==> config.mk <==
export PLATFORM = sky130hd
export DESIGN_NAME = phy_mgmt_master
export DESIGN_NICKNAME = d
export VERILOG_FILES = /design/src/rtl/phy_mgmt_pkg.sv /design/src/rtl/mgmt_clk_div.sv /design/src/rtl/mgmt_cmd_reg.sv /design/src/rtl/mgmt_frame_engine.sv /design/src/rtl/phy_mgmt_master.sv
export SDC_FILE = /design/constraint.sdc
export NUM_CORES = 1
export LEC_CHECK = 0
export BUFFER_PORTS_ARGS = -buffer_cell sky130_fd_sc_hd__buf_2
export CAP_MARGIN = 15
export CORE_MARGIN = 8
export CORE_UTILIZATION = 35
export CTS_BUF_LIST = sky130_fd_sc_hd__clkbuf_8 sky130_fd_sc_hd__clkbuf_16
export DETAILED_ROUTE_END_ITERATION = 10
export GPL_TIMING_DRIVEN = 0
export PLACE_DENSITY = 0.54
export SLEW_MARGIN = 20
export SYNTH_ARGS = -nofsm -noshare
export SYNTH_HDL_FRONTEND = slang
export SYNTH_SLANG_ARGS = --single-unit
==> constraint.sdc <==
create_clock -name clk -period 2.7 [get_ports clk]
set_input_delay 0.405 -clock clk [delete_from_list [all_inputs] [get_ports clk]]
set_output_delay 0.405 -clock clk [all_outputs]
set_load 0.05 [all_outputs]
==> src/rtl/phy_mgmt_pkg.sv <==
package phy_mgmt_pkg;
  localparam int DATA_W    = 16;
  localparam int PHY_AW    = 5;
  localparam int REG_AW    = 5;
  localparam int PRE_LEN   = 32;
  localparam int FRAME_LEN = PRE_LEN + 2 + 2 + PHY_AW + REG_AW + 2 + DATA_W;
  localparam int CNT_W     = $clog2(FRAME_LEN + 1);
  // first bit index released on a read (first turnaround bit)
  localparam int REL_IDX   = FRAME_LEN - DATA_W - 2;
  // first data bit index
  localparam int DAT_IDX   = FRAME_LEN - DATA_W;
  // command word bit positions (software depends on these)
  localparam int PHY_LSB   = DATA_W;
  localparam int REG_LSB   = PHY_LSB + PHY_AW;
  localparam int OP_BIT    = REG_LSB + REG_AW;
  localparam int VALID_BIT = OP_BIT + 1;
  localparam int BUSY_BIT  = OP_BIT + 2;
  localparam int WORD_W    = 32;

  typedef enum logic {OP_WRITE = 1'b0, OP_READ = 1'b1} op_e;
endpackage

==> src/rtl/mgmt_clk_div.sv <==
module mgmt_clk_div #(
  parameter int HALF_DIV = 20
) (
  input  logic clk,
  input  logic rst,
  output logic mdc,
  output logic fall_tick,
  output logic rise_tick
);
  localparam int CW = (HALF_DIV > 1) ? $clog2(HALF_DIV) : 1;
  localparam logic [CW-1:0] TERM = CW'(HALF_DIV - 1);

  logic [CW-1:0] cnt_q;
  logic          term;

  assign term      = (cnt_q == TERM);
  assign fall_tick = term &  mdc;
  assign rise_tick = term & ~mdc;

  always_ff @(posedge clk) begin
    if (rst) begin
      cnt_q <= '0;
      mdc   <= 1'b0;
    end else if (term) begin
      cnt_q <= '0;
      mdc   <= ~mdc;
    end else begin
      cnt_q <= cnt_q + 1'b1;
    end
  end

  // level held between terminal counts
  a_r5_mdc_hold: assert property (@(posedge clk) disable iff (rst)
    !term |=> $stable(mdc));
endmodule

==> src/rtl/mgmt_cmd_reg.sv <==
module mgmt_cmd_reg
  import phy_mgmt_pkg::*;
(
  input  logic                 clk,
  input  logic                 rst,
  input  logic                 wr_en,
  input  logic [WORD_W-1:0]    wr_data,
  input  logic                 done,
  input  logic [DATA_W-1:0]    rx_data,
  output logic                 start,
  output logic                 start_rd,
  output logic [FRAME_LEN-1:0] start_frame,
  output logic                 busy,
  output logic [WORD_W-1:0]    status
);
  logic [DATA_W-1:0] data_q;
  logic [PHY_AW-1:0] phy_q;
  logic [REG_AW-1:0] reg_q;
  op_e               op_q;
  logic              busy_q, valid_q;

  logic [DATA_W-1:0] w_data;
  logic [PHY_AW-1:0] w_phy;
  logic [REG_AW-1:0] w_reg;
  logic              w_rd;
  logic [WORD_W-OP_BIT-2:0] unused_hi;

  assign w_data    = wr_data[DATA_W-1:0];
  assign w_phy     = wr_data[PHY_LSB +: PHY_AW];
  assign w_reg     = wr_data[REG_LSB +: REG_AW];
  assign w_rd      = wr_data[OP_BIT];
  assign unused_hi = wr_data[WORD_W-1:OP_BIT+1];

  assign start    = wr_en & ~busy_q;
  assign start_rd = w_rd;
  assign busy     = busy_q;

  always_comb begin
    start_frame = {{PRE_LEN{1'b1}}, 2'b01,
                   (w_rd ? 2'b10 : 2'b01),
                   w_phy, w_reg,
                   (w_rd ? 2'b11 : 2'b10),
                   (w_rd ? {DATA_W{1'b1}} : w_data)};
  end

  always_ff @(posedge clk) begin
    if (rst) begin
      data_q  <= '0;
      phy_q   <= '0;
      reg_q   <= '0;
      op_q    <= OP_WRITE;
      busy_q  <= 1'b0;
      valid_q <= 1'b0;
    end else if (start) begin
      data_q  <= w_data;
      phy_q   <= w_phy;
      reg_q   <= w_reg;
      op_q    <= op_e'(w_rd);
      busy_q  <= 1'b1;
      valid_q <= 1'b0;
    end else if (done) begin
      busy_q <= 1'b0;
      if (op_q == OP_READ) begin
        data_q  <= rx_data;
        valid_q <= 1'b1;
      end
    end
  end

  assign status = {{(WORD_W-BUSY_BIT-1){1'b0}}, busy_q, valid_q, op_q,
                   reg_q, phy_q, data_q};

  a_r2_busy_on_accept: assert property (@(posedge clk) disable iff (rst)
    (wr_en && !busy_q) |=> busy_q);
  a_r4_valid_cleared: assert property (@(posedge clk) disable iff (rst)
    (wr_en && !busy_q) |=> !valid_q);
  a_r3_ignore_busy_write: assert property (@(posedge clk) disable iff (rst)
    (wr_en && busy_q) |=> ($stable(phy_q) && $stable(reg_q) && $stable(op_q)));
  a_r8_valid_after_read: assert property (@(posedge clk) disable iff (rst)
    (done && busy_q && op_q == OP_READ) |=> (valid_q && !busy_q));
  a_r11_write_no_valid: assert property (@(posedge clk) disable iff (rst)
    (done && busy_q && op_q == OP_WRITE) |=> !valid_q);
endmodule

==> src/rtl/mgmt_frame_engine.sv <==
module mgmt_frame_engine
  import phy_mgmt_pkg::*;
(
  input  logic                 clk,
  input  logic                 rst,
  input  logic                 start,
  input  logic                 start_rd,
  input  logic [FRAME_LEN-1:0] start_frame,
  input  logic                 fall_tick,
  input  logic                 rise_tick,
  input  logic                 mdio_i,
  output logic                 mdio_o,
  output logic                 mdio_oe,
  output logic                 done,
  output logic [DATA_W-1:0]    rx_data
);
  localparam logic [CNT_W-1:0] LAST_CNT = CNT_W'(FRAME_LEN);
  localparam logic [CNT_W-1:0] REL_CNT  = CNT_W'(REL_IDX);
  localparam logic [CNT_W-1:0] DAT_CNT  = CNT_W'(DAT_IDX);

  logic                 run_q, rd_q;
  logic [CNT_W-1:0]     cnt_q;   // bits driven so far
  logic [FRAME_LEN-1:0] frm_q;

  always_ff @(posedge clk) begin
    if (rst) begin
      run_q   <= 1'b0;
      rd_q    <= 1'b0;
      cnt_q   <= '0;
      frm_q   <= '0;
      mdio_o  <= 1'b1;
      mdio_oe <= 1'b0;
      done    <= 1'b0;
      rx_data <= '0;
    end else begin
      done <= 1'b0;
      if (start) begin
        run_q <= 1'b1;
        rd_q  <= start_rd;
        cnt_q <= '0;
        frm_q <= start_frame;
      end else if (run_q && fall_tick) begin
        if (cnt_q == LAST_CNT) begin
          run_q   <= 1'b0;
          mdio_o  <= 1'b1;
          mdio_oe <= 1'b0;
          done    <= 1'b1;
        end else begin
          mdio_o  <= frm_q[FRAME_LEN-1];
          frm_q   <= {frm_q[FRAME_LEN-2:0], 1'b1};
          mdio_oe <= !(rd_q && cnt_q >= REL_CNT);
          cnt_q   <= cnt_q + 1'b1;
        end
      end else if (run_q && rise_tick && rd_q && cnt_q > DAT_CNT) begin
        rx_data <= {rx_data[DATA_W-2:0], mdio_i};
      end
    end
  end

  // line released during the read tail
  a_r8_released_on_read: assert property (@(posedge clk) disable iff (rst)
    (run_q && rd_q && cnt_q > REL_CNT) |-> !mdio_oe);
  // a write frame drives every bit once started
  a_r7_driven_on_write: assert property (@(posedge clk) disable iff (rst)
    (run_q && !rd_q && cnt_q != '0) |-> mdio_oe);
endmodule

==> src/rtl/phy_mgmt_master.sv <==
module phy_mgmt_master
  import phy_mgmt_pkg::*;
#(
  parameter int HALF_DIV = 20
) (
  input  logic        clk,
  input  logic        rst,
  input  logic        cmd_wr,
  input  logic [31:0] cmd_wdata,
  output logic [31:0] cmd_rdata,
  output logic        mdc,
  output logic        mdio_o,
  output logic        mdio_oe,
  input  logic        mdio_i
);
  logic                 fall_tick, rise_tick;
  logic                 start, start_rd, done, busy;
  logic [FRAME_LEN-1:0] start_frame;
  logic [DATA_W-1:0]    rx_data;

  mgmt_clk_div #(.HALF_DIV(HALF_DIV)) u_div (
    .clk(clk), .rst(rst), .mdc(mdc),
    .fall_tick(fall_tick), .rise_tick(rise_tick)
  );

  mgmt_cmd_reg u_cmd (
    .clk(clk), .rst(rst), .wr_en(cmd_wr), .wr_data(cmd_wdata),
    .done(done), .rx_data(rx_data), .start(start), .start_rd(start_rd),
    .start_frame(start_frame), .busy(busy), .status(cmd_rdata)
  );

  mgmt_frame_engine u_eng (
    .clk(clk), .rst(rst), .start(start), .start_rd(start_rd),
    .start_frame(start_frame), .fall_tick(fall_tick), .rise_tick(rise_tick),
    .mdio_i(mdio_i), .mdio_o(mdio_o), .mdio_oe(mdio_oe),
    .done(done), .rx_data(rx_data)
  );

  a_r9_data_on_fall: assert property (@(posedge clk) disable iff (rst)
    !$stable(mdio_o) |-> $fell(mdc));
  a_r10_idle_released: assert property (@(posedge clk) disable iff (rst)
    !busy |-> !mdio_oe);
endmodule

* Word level (Yosys, flattened, before mapping) *
Index checks and enable logic that the tools add are counted.

operators by class
  mux-type cells = 17
  bitwise operators = 8
  eq/ne operators = 3
  $lt $le $gt $ge = 2
  shifts and indexed selects = 0
  multipliers = 0
  divide/modulo/power cells = 0
  add/sub/neg operators = 2
  reductions and logical operators = 20

operators with widths
  operator                                                           number
  two-way mux 64 bit                                                 3
  two-way mux 16 bit                                                 4
  AND reduction 2 bit                                                6
  two-way mux 1 bit                                                  9
  nonzero test 2 bit                                                 4
  adder 7 x 1 -> 7 bit, second input constant                        1
  equality test 7 bit, second input constant                         1
  greater-or-equal comparator 7 x 6 -> 1 bit, second input constant  1
  > comparator 7 x 6 -> 1 bit, second input constant                 1
  adder 5 x 1 -> 5 bit, second input constant                        1
  equality test 5 bit, second input constant                         1
  logical AND 1 bit                                                  5
  inverter 1 bit                                                     5
  OR reduction 2 bit                                                 2
  bitwise AND 1 bit                                                  3
  AND reduction 3 bit                                                1
  OR reduction 3 bit                                                 1
  two-way mux 2 bit                                                  1
  inequality test 2 bit, second input constant                       1
  zero test 1 bit                                                    1

word-level totals
  bits of input ports = 36
  word-level logic and storage cells = 68
  bits in read-only memories = 0
  bits in latches = 0
  output and inout port bits = 35
  register bits after elaboration = 126
  RAM bits = 0
  memories kept = 0

* Logic depth before layout (Yosys ltp) *
  depth in word-level cells = 6
  depth in mapped cells = 8
  gate-level depth less buffers = 6

* Cells and area by module *
A second synthesis with hierarchy kept.

second synthesis, totals
  cell total of the unflattened synthesis = 733
  area, all modules = 6720.2 µm²

modules (own cells, without submodules)
  module             area each (µm²)  instances  cells an instance
  mgmt_frame_engine  4673.2           1          484
  mgmt_cmd_reg       1788.0           1          222
  mgmt_clk_div       259.0            1          27

* Least setup slack after synthesis *
Ideal clock, no wire load.

  path type = register to register
  start point = register u_eng.cnt_q[0]
  end point = register u_eng.rx_data[10]
  period minus slack after synthesis = 1827 ps
  data required time = 2628 ps
  arrival time = 1756 ps
  cell stages (with the launch flop) = 8
  setup slack = 873 ps
  path through = dfxtp_1 > inv_1 > ha_1 > or3b_4 > a31oi_1 > nor4_4 > buf_6 > mux2i_1

between the ends
  word-level cells in the longest chain between the ends = 3

RTL lines
  what                                  RTL line                 RTL
  start: declaration                    mgmt_frame_engine.sv:22  logic [CNT_W-1:0] cnt_q;
  start signal: assignment              mgmt_frame_engine.sv:52  cnt_q <= cnt_q + 1'b1;
  > comparator 7 x 6 -> 1 bit           mgmt_frame_engine.sv:54  end else if (run_q && rise_tick && rd_q && cnt_q > DAT_CNT) begin
  logical AND 1 bit                     mgmt_frame_engine.sv:54
  AND reduction 3 bit (no source line)  --
  end signal: assignment                mgmt_frame_engine.sv:55  rx_data <= {rx_data[DATA_W-2:0], mdio_i};
  end: declaration                      mgmt_frame_engine.sv:15  output logic [DATA_W-1:0] rx_data

Every way passes these cells.
A chain may end at the register's enable or synchronous reset.

* Worst setup path in the final report *
  start point = register u_eng.cnt_q[1]
  end point = register u_eng.rx_data[14]

The elaborated chain is that of the path after synthesis.

==> impl_metrics.xml <==
<?xml version="1.0" encoding="UTF-8"?>
<metrics>
  <group name="clocking">
    <metric name="total_clock_buffers_created_by_cts" unit="">17</metric>
    <metric name="cts_tree" unit="">done</metric>
    <metric name="cts.sinks" unit="">126</metric>
    <metric name="cts_htree_levels" unit="">4</metric>
    <metric name="postCtsResizedCells" unit="">0</metric>
    <metric name="clkLatencyLatePin" unit="ns">0.42</metric>
    <metric name="clock_tree.root_cell" unit="">clkbuf_16</metric>
    <metric name="post_cts_buffers" unit="">0</metric>
    <metric name="clockBufferDepth" unit="">2</metric>
    <metric name="clk_pin_slew_worst_paths" unit="ns">0.06</metric>
    <metric name="ctsHoldBuffers" unit="">0</metric>
  </group>
  <group name="timing">
    <metric name="final.period_utilization" unit="">0.795</metric>
    <metric name="pnr_worst_setup_slack" unit="ns">0.552</metric>
    <metric name="tns" unit="ns">0</metric>
    <metric name="tightestPinTransition" unit="ns">0.704</metric>
    <metric name="timing.slew.headroom" unit="">0.527</metric>
    <metric name="finalWorstPathRequiredPeriod" unit="ns">2.15</metric>
    <metric name="grt_setup_unrepaired" unit="">no</metric>
    <metric name="fmax" unit="MHz">466</metric>
    <metric name="report.final.setup_viol" unit="">0</metric>
    <metric name="finClkSkew" unit="ns">0.0105</metric>
    <metric name="drv_slew" unit="">0</metric>
    <metric name="final_hold_vios" unit="">0</metric>
  </group>
  <group name="finish">
    <metric name="post_route_cells_drive_above_1_share" unit="">0.232</metric>
    <metric name="finalNetCount" unit="">728</metric>
    <metric name="area_growth_syn_to_layout" unit="%">20.5</metric>
    <metric name="postLayoutCellArea" unit="mm^2">0.00655</metric>
    <metric name="num-fill-cells" unit="">1489</metric>
    <metric name="layout_commonest_cell" unit="">dfxtp_1</metric>
    <metric name="antenna-diode-count" unit="">0</metric>
    <metric name="finish.utilization" unit="">0.431</metric>
    <metric name="final_cell_mix" unit="">dfxtp_1, nor3_1, buf_2</metric>
  </group>
  <group name="detailed_routing">
    <metric name="detailedRoute.firstPassIterationCount" unit="">4</metric>
    <metric name="routed_wire_length_per_instance" unit="um">16.1</metric>
    <metric name="detailroute.via_count" unit="">4536</metric>
    <metric name="detail_route.wirelength" unit="mm">14.3</metric>
    <metric name="routed_via_density" unit="">5.10</metric>
    <metric name="postRouteAntennaNets" unit="">0</metric>
    <metric name="route.detailed.drc" unit="">0</metric>
    <metric name="drt_iter0_drc" unit="">229</metric>
  </group>
  <group name="setup_path">
    <metric name="path_class" unit="">flip-flop to flip-flop</metric>
    <metric name="critPathLaunchType" unit="">flip-flop</metric>
    <metric name="crit-reg2reg-launch" unit="">u_eng.cnt_q[1]$_SDFFE_PP0P_</metric>
    <metric name="rr_worst_depth" unit="">7</metric>
    <metric name="worstSetupEndpointType" unit="">flip-flop</metric>
    <metric name="crit_required" unit="ns">3.04</metric>
    <metric name="cp.arrival" unit="ns">2.49</metric>
    <metric name="worst_setup_path_startpoint" unit="">u_eng.cnt_q[1]$_SDFFE_PP0P_</metric>
    <metric name="worst-path-max-fanout" unit="">10</metric>
  </group>
  <group name="outcome">
    <metric name="run_status" unit="">complete, no violations</metric>
  </group>
  <group name="hold_path">
    <metric name="worstHoldPathCells" unit="">3</metric>
    <metric name="hold_class" unit="">input port to flip-flop</metric>
    <metric name="worstHoldStart" unit="">cmd_wdata[21]</metric>
  </group>
  <group name="global_routing">
    <metric name="grt_util_all_layers" unit="">0.149</metric>
    <metric name="first_pass_grt_wire_length" unit="mm">23.5</metric>
    <metric name="grt_pass1_vias" unit="">4613</metric>
    <metric name="grt_overflow" unit="">0</metric>
    <metric name="largest_net_degree_at_the_start_of_global_routing" unit="">17</metric>
    <metric name="antenna_found_initial" unit="">0</metric>
  </group>
  <group name="placement">
    <metric name="dp_wirelength" unit="mm">10.5</metric>
    <metric name="placedInstanceArea" unit="mm^2">0.00598</metric>
    <metric name="routabilityCongestion" unit="">0.805</metric>
    <metric name="pre_cts_ws" unit="ns">0.513</metric>
    <metric name="io_buffer_count" unit="">61</metric>
  </group>
  <group name="synth">
    <metric name="postSynthAreaPerCell" unit="um^2">8.96</metric>
    <metric name="synthesis.area" unit="mm^2">0.00544</metric>
    <metric name="synthCells" unit="">607</metric>
    <metric name="yosysUniqueCellTypes" unit="">48</metric>
    <metric name="netlist.area_leader.share" unit="">0.464</metric>
    <metric name="synth-edff-count" unit="">0</metric>
    <metric name="postSynth.asyncResetShare" unit="">0</metric>
    <metric name="synth.yosys.seq_area_share" unit="">0.464</metric>
    <metric name="top_post_synthesis_cells_by_area" unit="">dfxtp_1, nor3_1, nor3_2</metric>
    <metric name="ys.warnings.count" unit="">0</metric>
    <metric name="synth_flop_cell" unit="">dfxtp_1</metric>
    <metric name="synthDominantAreaCellType" unit="">dfxtp_1</metric>
    <metric name="synth_seq_cells" unit="">126</metric>
  </group>
  <group name="job">
    <metric name="max_cap_violations" unit="">0</metric>
  </group>
  <group name="power_and_ir_drop">
    <metric name="p_per_area" unit="mW/mm^2">735</metric>
    <metric name="vdd_drop_max" unit="mV">0.445</metric>
    <metric name="power.static_leakage" unit="uW">0.00240</metric>
  </group>
  <group name="floorplan">
    <metric name="die_area" unit="mm^2">0.0198</metric>
    <metric name="die-width" unit="um">141</metric>
    <metric name="io-pin-count" unit="">71</metric>
    <metric name="core_area" unit="mm^2">0.0152</metric>
    <metric name="rows" unit="">45</metric>
    <metric name="initial_core_util" unit="">0.358</metric>
    <metric name="die_height" unit="um">141</metric>
  </group>
</metrics>
-- stage by stage --
stage	total power, uW	std cells	hold WS [ns]
floorplan	2510	609	0.418
global placement	2650	858	0.429
detailed placement	2670	858	0.439
CTS	4850	890	0.215
global route	5000	890	0.237
finish	4810	890	0.232
-- path summary, 6_finish.rpt --
path	end	slack [ns]
worst max-delay path	u_eng.rx_data[14]$_SDFFE_PP0P_	0.55
worst min-delay path	u_cmd.reg_q[0]$_SDFFE_PP0P_	0.23
worst max register to register	u_eng.rx_data[14]$_SDFFE_PP0P_	0.55
worst min register to register	u_div.cnt_q[0]$_SDFF_PP0_	0.45
-- cell type report --
| type | count | area, um^2 | area share |
|---|---|---|---|
| multi-input combinational | 417 | 2570 | 0.392 |
| timing repair buffer | 61 | 305 | 0.0466 |
| tap | 188 | 235 | 0.0359 |
| inverter | 5 | 18.8 | 0.00287 |
| buffer | 61 | 337 | 0.0514 |
| clock inverter | 15 | 140 | 0.0214 |
| clock buffer | 17 | 425 | 0.0649 |
| sequential | 126 | 2520 | 0.385 |
-- power breakdown --
group / switching [uW] / leakage [uW] / internal [uW] / total (uW)
sequential: 69.3 / 0.00104 / 1980 / 2050
clock: 912 / 0.000266 / 1280 / 2190
combinational: 384 / 0.00110 / 195 / 579
total: 1360 / 0.00240 / 3450 / 4810
-- synth_stat cells, types with 3 or more instances --
cell      instances
a211oi_1         14
a211oi_2         10
a21oi_1          44
a311oi_1          6
and2_1           13
buf_1             5
buf_2             8
buf_4            13
buf_6             5
clkbuf_1         29
dfxtp_1         126
ha_1              3
inv_1             5
mux2i_1          17
nand2_1          45
nand2b_1         22
nand3_1           3
nand4b_1          3
nor2_1           39
nor3_1          119
nor3_2           24
nor4_1            9
nor4_2            3
o21ai_0           7
o31ai_1           3
or3_1             3
xnor2_1           5
-- sequential cells by signal (all words and copies together), names as in the netlist --
signal         count
u_cmd.busy         1
u_eng.run_q        1
u_eng.done         1
u_div.cnt_q        5
u_eng.rx_data     16
u_cmd.op_q         1
u_eng.mdio_oe      1
u_cmd.data_q      16
u_div.mdc          1
u_eng.mdio_o       1
u_eng.frm_q       64
u_cmd.phy_q        5
u_cmd.reg_q        5
u_cmd.valid_q      1
u_eng.cnt_q        7
-- layer usage --
layer	global-route usage	wire length (um)	vias up
li1	-	-	2322
met1	0.177	6530	2135
met2	0.254	7240	69
met3	0.0338	398	10
met4	0.0594	174	0
met5	0	0	-
-- kinds of logic after synthesis --
kind of cell | after synthesis | share of synthesized area
and+or+nand+nor | 294 | 0.303
DFF | 126 | 0.464
AOI/OAI and AO/OA | 94 | 0.119
buffers and inverters | 66 | 0.0654
muxes | 17 | 0.0313
xor gates and xnor gates | 6 | 0.00967
adders and majority gates | 3 | 0.00691
other | 1 | 0.000690
-- worst max-delay path, stage by stage, from the launching register on --
cell	delay [ns]
dfxtp_1	0.41
inv_1	0.06
ha_1	0.17
or3b_4	0.26
a31oi_1	0.13
nor4_4	0.55
buf_6	0.26
mux2i_1	0.21
(Power assumes the default switching activity.)
